<file path="src/rtl/cam_pkg.sv">
package cam_pkg;
  typedef struct packed {
    logic ldArg;
    logic ldKey;
    logic wr;
    logic search;
    logic rd;
  } camStrobe_t;
endpackage

</file>
<file path="src/rtl/cam_ctrl.sv">
module cam_ctrl
  import cam_pkg::*;
#(
  parameter int NUM_WORDS = 8,
  parameter int IDX_W     = $clog2(NUM_WORDS)
) (
  input  logic             loadArg,
  input  logic             loadKey,
  input  logic             wrEn,
  input  logic [IDX_W-1:0] wrIdx,
  input  logic             searchStb,
  input  logic             rdStb,
  output camStrobe_t       strobes
);
  localparam logic [IDX_W:0] ENTRY_LIMIT = (IDX_W + 1)'(NUM_WORDS);

  logic idxInRange;
  assign idxInRange = ({1'b0, wrIdx} < ENTRY_LIMIT);

  always_comb begin
    strobes.ldArg  = loadArg;
    strobes.ldKey  = loadKey;
    strobes.wr     = wrEn && idxInRange;
    strobes.search = searchStb;
    strobes.rd     = rdStb;
  end
endmodule

</file>
<file path="src/rtl/cam_datapath.sv">
module cam_datapath
  import cam_pkg::*;
#(
  parameter int NUM_WORDS = 8,
  parameter int WORD_W    = 9,
  parameter int IDX_W     = $clog2(NUM_WORDS)
) (
  input  logic                 clk,
  input  logic                 rst_n,
  input  camStrobe_t           strobes,
  input  logic [WORD_W-1:0]    argIn,
  input  logic [WORD_W-1:0]    keyIn,
  input  logic [IDX_W-1:0]     wrIdx,
  input  logic [WORD_W-1:0]    wrData,
  input  logic                 wrValid,
  output logic [NUM_WORDS-1:0] matchVec,
  output logic [WORD_W-1:0]    rdData,
  output logic                 noMatch
);
  logic [WORD_W-1:0]    argReg, keyReg;
  logic [WORD_W-1:0]    wordData [NUM_WORDS];
  logic [NUM_WORDS-1:0] wordValid;
  logic [NUM_WORDS-1:0] hitNext;
  logic [NUM_WORDS-1:0] matchReg;
  logic [WORD_W-1:0]    firstData;
  logic                 anyHit;

  // parallel masked compare, one slice per entry
  for (genvar g = 0; g < NUM_WORDS; g++) begin : gCompare
    assign hitNext[g] = wordValid[g] && (((wordData[g] ^ argReg) & keyReg) == '0);
  end

  // lowest index wins: scan downward so the last assignment is the smallest hit
  always_comb begin
    firstData = '0;
    for (int i = NUM_WORDS - 1; i >= 0; i--) begin
      if (matchReg[i]) firstData = wordData[i];
    end
    anyHit = |matchReg;
  end

  always_ff @(posedge clk) begin
    if (!rst_n) begin
      argReg <= '0;
      keyReg <= '0;
    end else begin
      if (strobes.ldArg) argReg <= argIn;
      if (strobes.ldKey) keyReg <= keyIn;
    end
  end

  always_ff @(posedge clk) begin
    if (!rst_n) begin
      wordValid <= '0;
      for (int i = 0; i < NUM_WORDS; i++) wordData[i] <= '0;
    end else if (strobes.wr) begin
      wordData[wrIdx]  <= wrData;
      wordValid[wrIdx] <= wrValid;
    end
  end

  always_ff @(posedge clk) begin
    if (!rst_n) begin
      matchReg <= '0;
      rdData   <= '0;
      noMatch  <= 1'b0;
    end else begin
      if (strobes.search) matchReg <= hitNext;
      if (strobes.rd) begin
        rdData  <= firstData;
        noMatch <= !anyHit;
      end
    end
  end

  assign matchVec = matchReg;
endmodule

</file>
<file path="src/rtl/cam_top.sv">
module cam_top
  import cam_pkg::*;
#(
  parameter int NUM_WORDS = 8,
  parameter int WORD_W    = 9,
  localparam int IDX_W    = (NUM_WORDS > 1) ? $clog2(NUM_WORDS) : 1
) (
  input  logic                 clk,
  input  logic                 rst_n,
  input  logic                 loadArg,
  input  logic [WORD_W-1:0]    argIn,
  input  logic                 loadKey,
  input  logic [WORD_W-1:0]    keyIn,
  input  logic                 wrEn,
  input  logic [IDX_W-1:0]     wrIdx,
  input  logic [WORD_W-1:0]    wrData,
  input  logic                 wrValid,
  input  logic                 searchStb,
  input  logic                 rdStb,
  output logic [NUM_WORDS-1:0] matchVec,
  output logic [WORD_W-1:0]    rdData,
  output logic                 noMatch
);
  camStrobe_t strobes;

  cam_ctrl #(.NUM_WORDS(NUM_WORDS), .IDX_W(IDX_W)) u_ctrl (
    .loadArg(loadArg), .loadKey(loadKey), .wrEn(wrEn), .wrIdx(wrIdx),
    .searchStb(searchStb), .rdStb(rdStb), .strobes(strobes)
  );

  cam_datapath #(.NUM_WORDS(NUM_WORDS), .WORD_W(WORD_W), .IDX_W(IDX_W)) u_dp (
    .clk(clk), .rst_n(rst_n), .strobes(strobes), .argIn(argIn), .keyIn(keyIn),
    .wrIdx(wrIdx), .wrData(wrData), .wrValid(wrValid),
    .matchVec(matchVec), .rdData(rdData), .noMatch(noMatch)
  );
endmodule

</file>
<file path="config.mk">
export PLATFORM = sky130hd
export DESIGN_NAME = cam_top
export DESIGN_NICKNAME = d
export VERILOG_FILES = /design/src/rtl/cam_pkg.sv /design/src/rtl/cam_ctrl.sv /design/src/rtl/cam_datapath.sv /design/src/rtl/cam_top.sv
export SDC_FILE = /design/constraint.sdc
export NUM_CORES = 1
export LEC_CHECK = 0
export ABC_CLOCK_PERIOD_IN_PS = 4950
export BUFFER_PORTS_ARGS = -buffer_cell sky130_fd_sc_hd__buf_2
export CORE_MARGIN = 2
export CORE_UTILIZATION = 60
export DETAILED_ROUTE_END_ITERATION = 10
export GPL_TIMING_DRIVEN = 0
export PLACE_DENSITY = 0.92
export SLEW_MARGIN = 5
export SYNTH_ARGS = -nofsm -noshare
export SYNTH_HDL_FRONTEND = slang
export SYNTH_SLANG_ARGS = --single-unit
</file>
<file path="constraint.sdc">
create_clock -name clk -period 4.95 [get_ports clk]
set_input_delay 0.99 -clock clk [delete_from_list [all_inputs] [get_ports clk]]
set_output_delay 0.99 -clock clk [all_outputs]
set_load 0.005 [all_outputs]
</file>
==> results.txt, run 1 <==
Worst path max stage delay: 0.43 ns
clk_lat worst skew: 0.53 ns
synth top area cells: edfxtp_1, dfxtp_1, xor2_1
Seq cells post-synth: 116
sw frac: 0.2537
VDD IR-drop max: 0.2041 mV
Worst Path Buf+Inv: 1
CTS Buf Count: 17
Gate Count Post-Synth: 519
layout cells sized above 1: 0.1645
Seq/Total Area, Yosys: 0.5187
P&R area growth vs syn: 16.36%
Iter 0 DRT Violations: 592
r2r setup slk: 3.19 ns
HPWL Detailed: 11260 µm
Syn Area/Cell: 11.30 µm²
CTS tree: yes
Starting Density: 0.6086
row count: 36
Core Box Area: 9639 µm²
IO Port Bufs: 51
# setup viols final: 0
GPL Wtd Cong: 1.005
Hold Vio Cnt, Final: 0
deepest clock path buffer count: 2
first-pass GRT wire length: 24900 µm
actual slew at the worst max-slew pin: 0.9519 ns
cts-stage hold buffer count: 0
Tmin final: 2.105 ns
pin count of the biggest net entering global routing: 17
H-tree depth: 4
Pint: 1.848 mW
ant diodes: 0
Crit path required time: 3.96 ns
synth warn: 0
initial antenna violation count: 0
max-cap violation count: 0
Worst setup SP type: register
adder-cell area share of the yosys netlist: 0
netlist area before placement: 5867 µm²
post-route ant nets: 0
complex-gate fraction of the synthesized area: 0.1448
DRC Markers: 0
Placement Cell Area: 6289 µm²
xor/xnor cell area share of the yosys netlist: 0.1075
Max Fclk: 475.1 MHz
clk root buf: clkbuf_8
drt first pass iters: 6
total power: 2.476 mW
vias in the first global route: 4605
multiplexer share of the synthesized area: 0.04436
critical path type: reg -> out
largest area contributor in the netlist: edfxtp_1
GR Overflow Total: 0
status: completed
number of vias per cell: 6.509
die area: 10590 µm²
CP Max Fanout: 5
Cells after DPL: 703
Vias: 4784
die extent in x: 102.9 µm
Final #Nets: 627
final cell area excluding filler cells: 6827 µm²
clock skew: 0.005222 ns
largest family of logic cells by synthesized area: simple AND/OR/NAND/NOR gates
Crit path arrival time: 1.12 ns
CP Cell Sequence: buf_2
Clock Sinks: 116
CP delay by family, top: flip-flops
synthesized net count: 557
top cell type's share of synthesized area: 0.3685
Unique masters post-synth: 32
net switching power figure: 0.6283 mW
Rel. slew slack: 0.3612
Max Slew Vio Count: 0
Die Span Y: 102.9 µm
routed len/inst: 22.30 µm
Worst-path clk slew: 0.06 ns
RSZ-0062 raised after global routing: no
final worst path period share: 0.4253
worst hold slack: 0.4795 ns
CTS resizes: 0
Gate power share: 0.096
Hold Path Class: reg -> reg
P_leak: 2.799 nW
clock share of power: 0.451
Setup Buffers After CTS: 0
WL final: 16390 µm
PwrDens: 362.7 nW/µm²
CP Capture Type: output pin
non-filler instance count after layout: 735
setup_tns: 0 ns
Post-Synth Simple-Gate Area: 0.1533
Flop pwr share: 0.453
Slowest-stage cell, CP: dfxtp_1
IO Pins: 56
GR Util All Layers: 0.3238
flip-flops by register name, summed over array words and instances (netlist names):
signal and count:
u_dp.keyReg 9, u_dp.rdData 9, u_dp.matchVec 8, u_dp.wordValid 8
u_dp.noMatch 1, u_dp.argReg 9, u_dp.wordData 72
final timing paths:
path,start,to,cells after the start
setup / recovery,u_dp.matchVec[3]$_SDFFE_PN0P_,matchVec[3],1
hold / removal,u_dp.rdData[5]$_SDFFE_PN0P_,u_dp.rdData[5]$_SDFFE_PN0P_,1
setup reg to reg,u_dp.matchVec[2]$_SDFFE_PN0P_,u_dp.rdData[5]$_SDFFE_PN0P_,4
hold reg to reg,u_dp.rdData[5]$_SDFFE_PN0P_,u_dp.rdData[5]$_SDFFE_PN0P_,1
metal layers:
layer  vias up  routed length [µm]  GRT usage
met5         -                   0          0
met4         0                1052     0.1832
met3       108                1588    0.08203
met2       367                7869     0.5385
met1      2264                5880     0.3831
li1       2045                   -          -
Yosys cell counts:
| cell type | n |
|---|---|
| dfxtp_1 | 44 |
| o21ai_0 | 8 |
| mux2i_1 | 26 |
| nand3b_1 | 1 |
| a221oi_1 | 32 |
| nor2b_1 | 30 |
| or2_1 | 1 |
| nand3_1 | 10 |
| nor2_1 | 22 |
| o21ai_1 | 9 |
| nand2_1 | 6 |
| o221ai_1 | 9 |
| and2_1 | 72 |
| a21boi_0 | 1 |
| a21oi_1 | 8 |
| clkbuf_2 | 2 |
| buf_1 | 3 |
| or4_1 | 1 |
| nor3_1 | 3 |
| clkbuf_1 | 19 |
| nor3_2 | 2 |
| buf_2 | 10 |
| or2_0 | 1 |
| buf_6 | 3 |
| a22o_1 | 23 |
| o22ai_1 | 9 |
| clkinv_1 | 2 |
| a22oi_1 | 4 |
| edfxtp_1 | 72 |
| a32o_1 | 7 |
| nand2b_1 | 7 |
| xor2_1 | 72 |
layout by cell type (no fill, tap or decap), types with 9 or more instances in the layout:
master	count
and2_1	72
xor2_1	72
edfxtp_1	72
buf_2	61
dfxtp_1	44
a221oi_1	32
nor2b_1	30
mux2i_1	26
a22o_1	23
nor2_1	22
clkbuf_1	20
clkbuf_16	16
o21ai_1	15
nand3_1	10
o221ai_1	9
o22ai_1	9
cells by family (layout without fill, tap and decap cells):
logic type             count (synthesis)  in the layout
AND/OR/NAND/NOR                      156            156
AO/OA/AOI/OAI                        110            110
multiplexers                          26             26
buffers and inverters                 39            122
XOR/XNOR                              72             72
flip-flops                           116            116
area by class of cell:
| type | count | area (µm²) |
|---|---|---|
| Multi-Input combinational cell | 364 | 2640 |
| Inverter | 2 | 7.507 |
| Timing Repair Buffer | 51 | 255.2 |
| Fill cell | 643 | 2813 |
| Sequential cell | 116 | 3043 |
| Clock inverter | 13 | 106.4 |
| Clock buffer | 19 | 431.7 |
| Buffer | 37 | 176.4 |
| Tap cell | 133 | 166.4 |
per-stage QoR:
step,setup slack (ns),utilization
6_report,2.845,0.7082
3_5_place_dp,2.045,0.6524
4_1_cts,2.481,0.7082
3_3_place_gp,2.127,0.6524
2_1_floorplan,2.642,-
5_1_grt,2.787,0.7082
power groups by stage:
stage	Combinational [mW]	Sequential, mW	Clock [mW]
after global placement	0.213	1.13	0
final	0.237	1.12	1.12
after CTS	0.231	1.12	1.11
after detailed placement	0.225	1.14	0
after floorplan	0.152	1.13	0
after global routing	0.252	1.12	1.16
(Power assumes the default switching activity.)
==> run 2, diff against run 1 <==
ABC_CLOCK_PERIOD_IN_PS = 1700   (was 4950)
CORE_UTILIZATION = 54   (was 60)
PLACE_DENSITY = 0.88   (was 0.92)
clock period = 1.7 ns   (was 4.95 ns; I/O delays follow)
==> run 2 against run 1 <==
Compared with the run above:
- sequential cell count unchanged
- clock-buffer cell count increased by 10
- clock power rose to 3.1 times the previous value
- cell count rose by 0.95%
- worst setup slack worse by 3.0 ns
- cell area up 0.88%
- largest cell class unchanged
- clock skew up 0.0025 ns
- critical path depth rose by 4
- the flow now finishes with violations (setup timing)
==> results.txt, run 2 (same netlist as run 1, synthesis figures left out) <==
# setup viols final: 3
P&R area growth vs syn: 17.38%
net switching power figure: 1.708 mW
critical path type: reg -> reg
clock skew: 0.007724 ns
GPL Wtd Cong: 0.9776
worst hold slack: 0.07061 ns
actual slew at the worst max-slew pin: 1.238 ns
RSZ-0062 raised after global routing: yes
Setup Buffers After CTS: 0
CTS tree: yes
clk_lat worst skew: 0.53 ns
die area: 11710 µm²
pin count of the biggest net entering global routing: 17
Cells after DPL: 710
deepest clock path buffer count: 2
WL final: 15430 µm
drt first pass iters: 6
fin util: 0.6437
Gate power share: 0.092
CTS Buf Count: 17
clk root buf: clkbuf_8
status: finished, violations left
Flop pwr share: 0.442
Rel. slew slack: 0.1663
total power: 7.371 mW
Starting Density: 0.5484
IO Pins: 56
CP Max Fanout: 9
CP Capture Type: register
Vias: 4563
GR Util All Layers: 0.2769
Crit path arrival time: 2.24 ns
commonest non-fill, non-tap cells in the layout: and2_1, xor2_1, edfxtp_1
PwrDens: 1070 nW/µm²
Crit path required time: 2.13 ns
fin worst setup slack: -0.1107 ns
initial antenna violation count: 0
Final #Nets: 627
Max Slew Vio Count: 0
routed len/inst: 20.79 µm
non-filler instance count after layout: 742
IO Port Bufs: 51
final cell area excluding filler cells: 6887 µm²
Pint: 5.663 mW
final worst path period share: 1.065
number of vias per cell: 6.150
clock share of power: 0.466
Core Box Area: 10700 µm²
GR Overflow Total: 0
vias in the first global route: 4507
ant diodes: 0
P_leak: 2.817 nW
pre-CTS setup slack: -0.5078 ns
Hold Path Class: in -> reg
VDD IR-drop max: 0.5458 mV
row count: 38
max reg flops: 72
Iter 0 DRT Violations: 483
Max Fclk: 552.3 MHz
die extent in x: 108.2 µm
post-route ant nets: 0
Hold Vio Cnt, Final: 0
Die Span Y: 108.2 µm
Worst-path clk slew: 0.06 ns
sw frac: 0.2317
max-cap violation count: 0
Worst setup SP type: register
setup_tns: -0.1250 ns
Clock Sinks: 116
layout cells sized above 1: 0.1645
first-pass GRT wire length: 23580 µm
Reg with most FFs: u_dp.wordData
cts-stage hold buffer count: 0
HPWL Detailed: 11000 µm
Placement Cell Area: 6297 µm²
DRC Markers: 0
H-tree depth: 4
CTS resizes: 0
failing checks: setup timing
Tmin final: 1.811 ns
## run 2: power groups by stage
stage / Combinational (mW) / Sequential [mW] / Clock (mW)
global route: 0.730 / 3.27 / 3.56
CTS: 0.662 / 3.25 / 3.44
global placement: 0.619 / 3.29 / 0
floorplan: 0.443 / 3.28 / 0
detailed placement: 0.654 / 3.31 / 0
finish: 0.677 / 3.26 / 3.44
## run 2: path summary, 6_finish.rpt
check / from / cells past startpoint / end / slack [ns]
setup reg to reg: u_dp.matchVec[2]$_SDFFE_PN0P_ / 5 / u_dp.rdData[5]$_SDFFE_PN0P_ / -0.11
hold reg to reg: u_dp.rdData[5]$_SDFFE_PN0P_ / 1 / u_dp.rdData[5]$_SDFFE_PN0P_ / 0.47
hold / removal: keyIn[1] / 3 / u_dp.keyReg[1]$_SDFFE_PN0P_ / 0.07
setup / recovery: u_dp.matchVec[2]$_SDFFE_PN0P_ / 5 / u_dp.rdData[5]$_SDFFE_PN0P_ / -0.11
## run 2: final cells by class
class	count	area (µm²)
multi-input cells	364	2649
inverters	2	7.507
plain buffers	37	177.7
clock inverters	3	40.04
fillers	781	3811
clock buffers	29	539.3
repair buffers	51	255.2
well taps	140	175.2
flip-flops and latches	116	3043
## run 2: per-layer routing
metal	vias up	routed length, µm	share of wire	GRT usage
met4	0	534	0.035	0.1419
li1	2049	-	-	-
met2	286	7690	0.50	0.4627
met3	53	1372	0.089	0.07354
met1	2175	5829	0.38	0.3291
met5	-	0	0	0
## run 2: worst max-delay path: stages, from the launching register on
cell      delay [ns]
dfxtp_1         0.47
nor2b_1         0.09
clkbuf_1        0.24
a221oi_1        0.50
o21ai_1         0.20
a22o_1          0.21
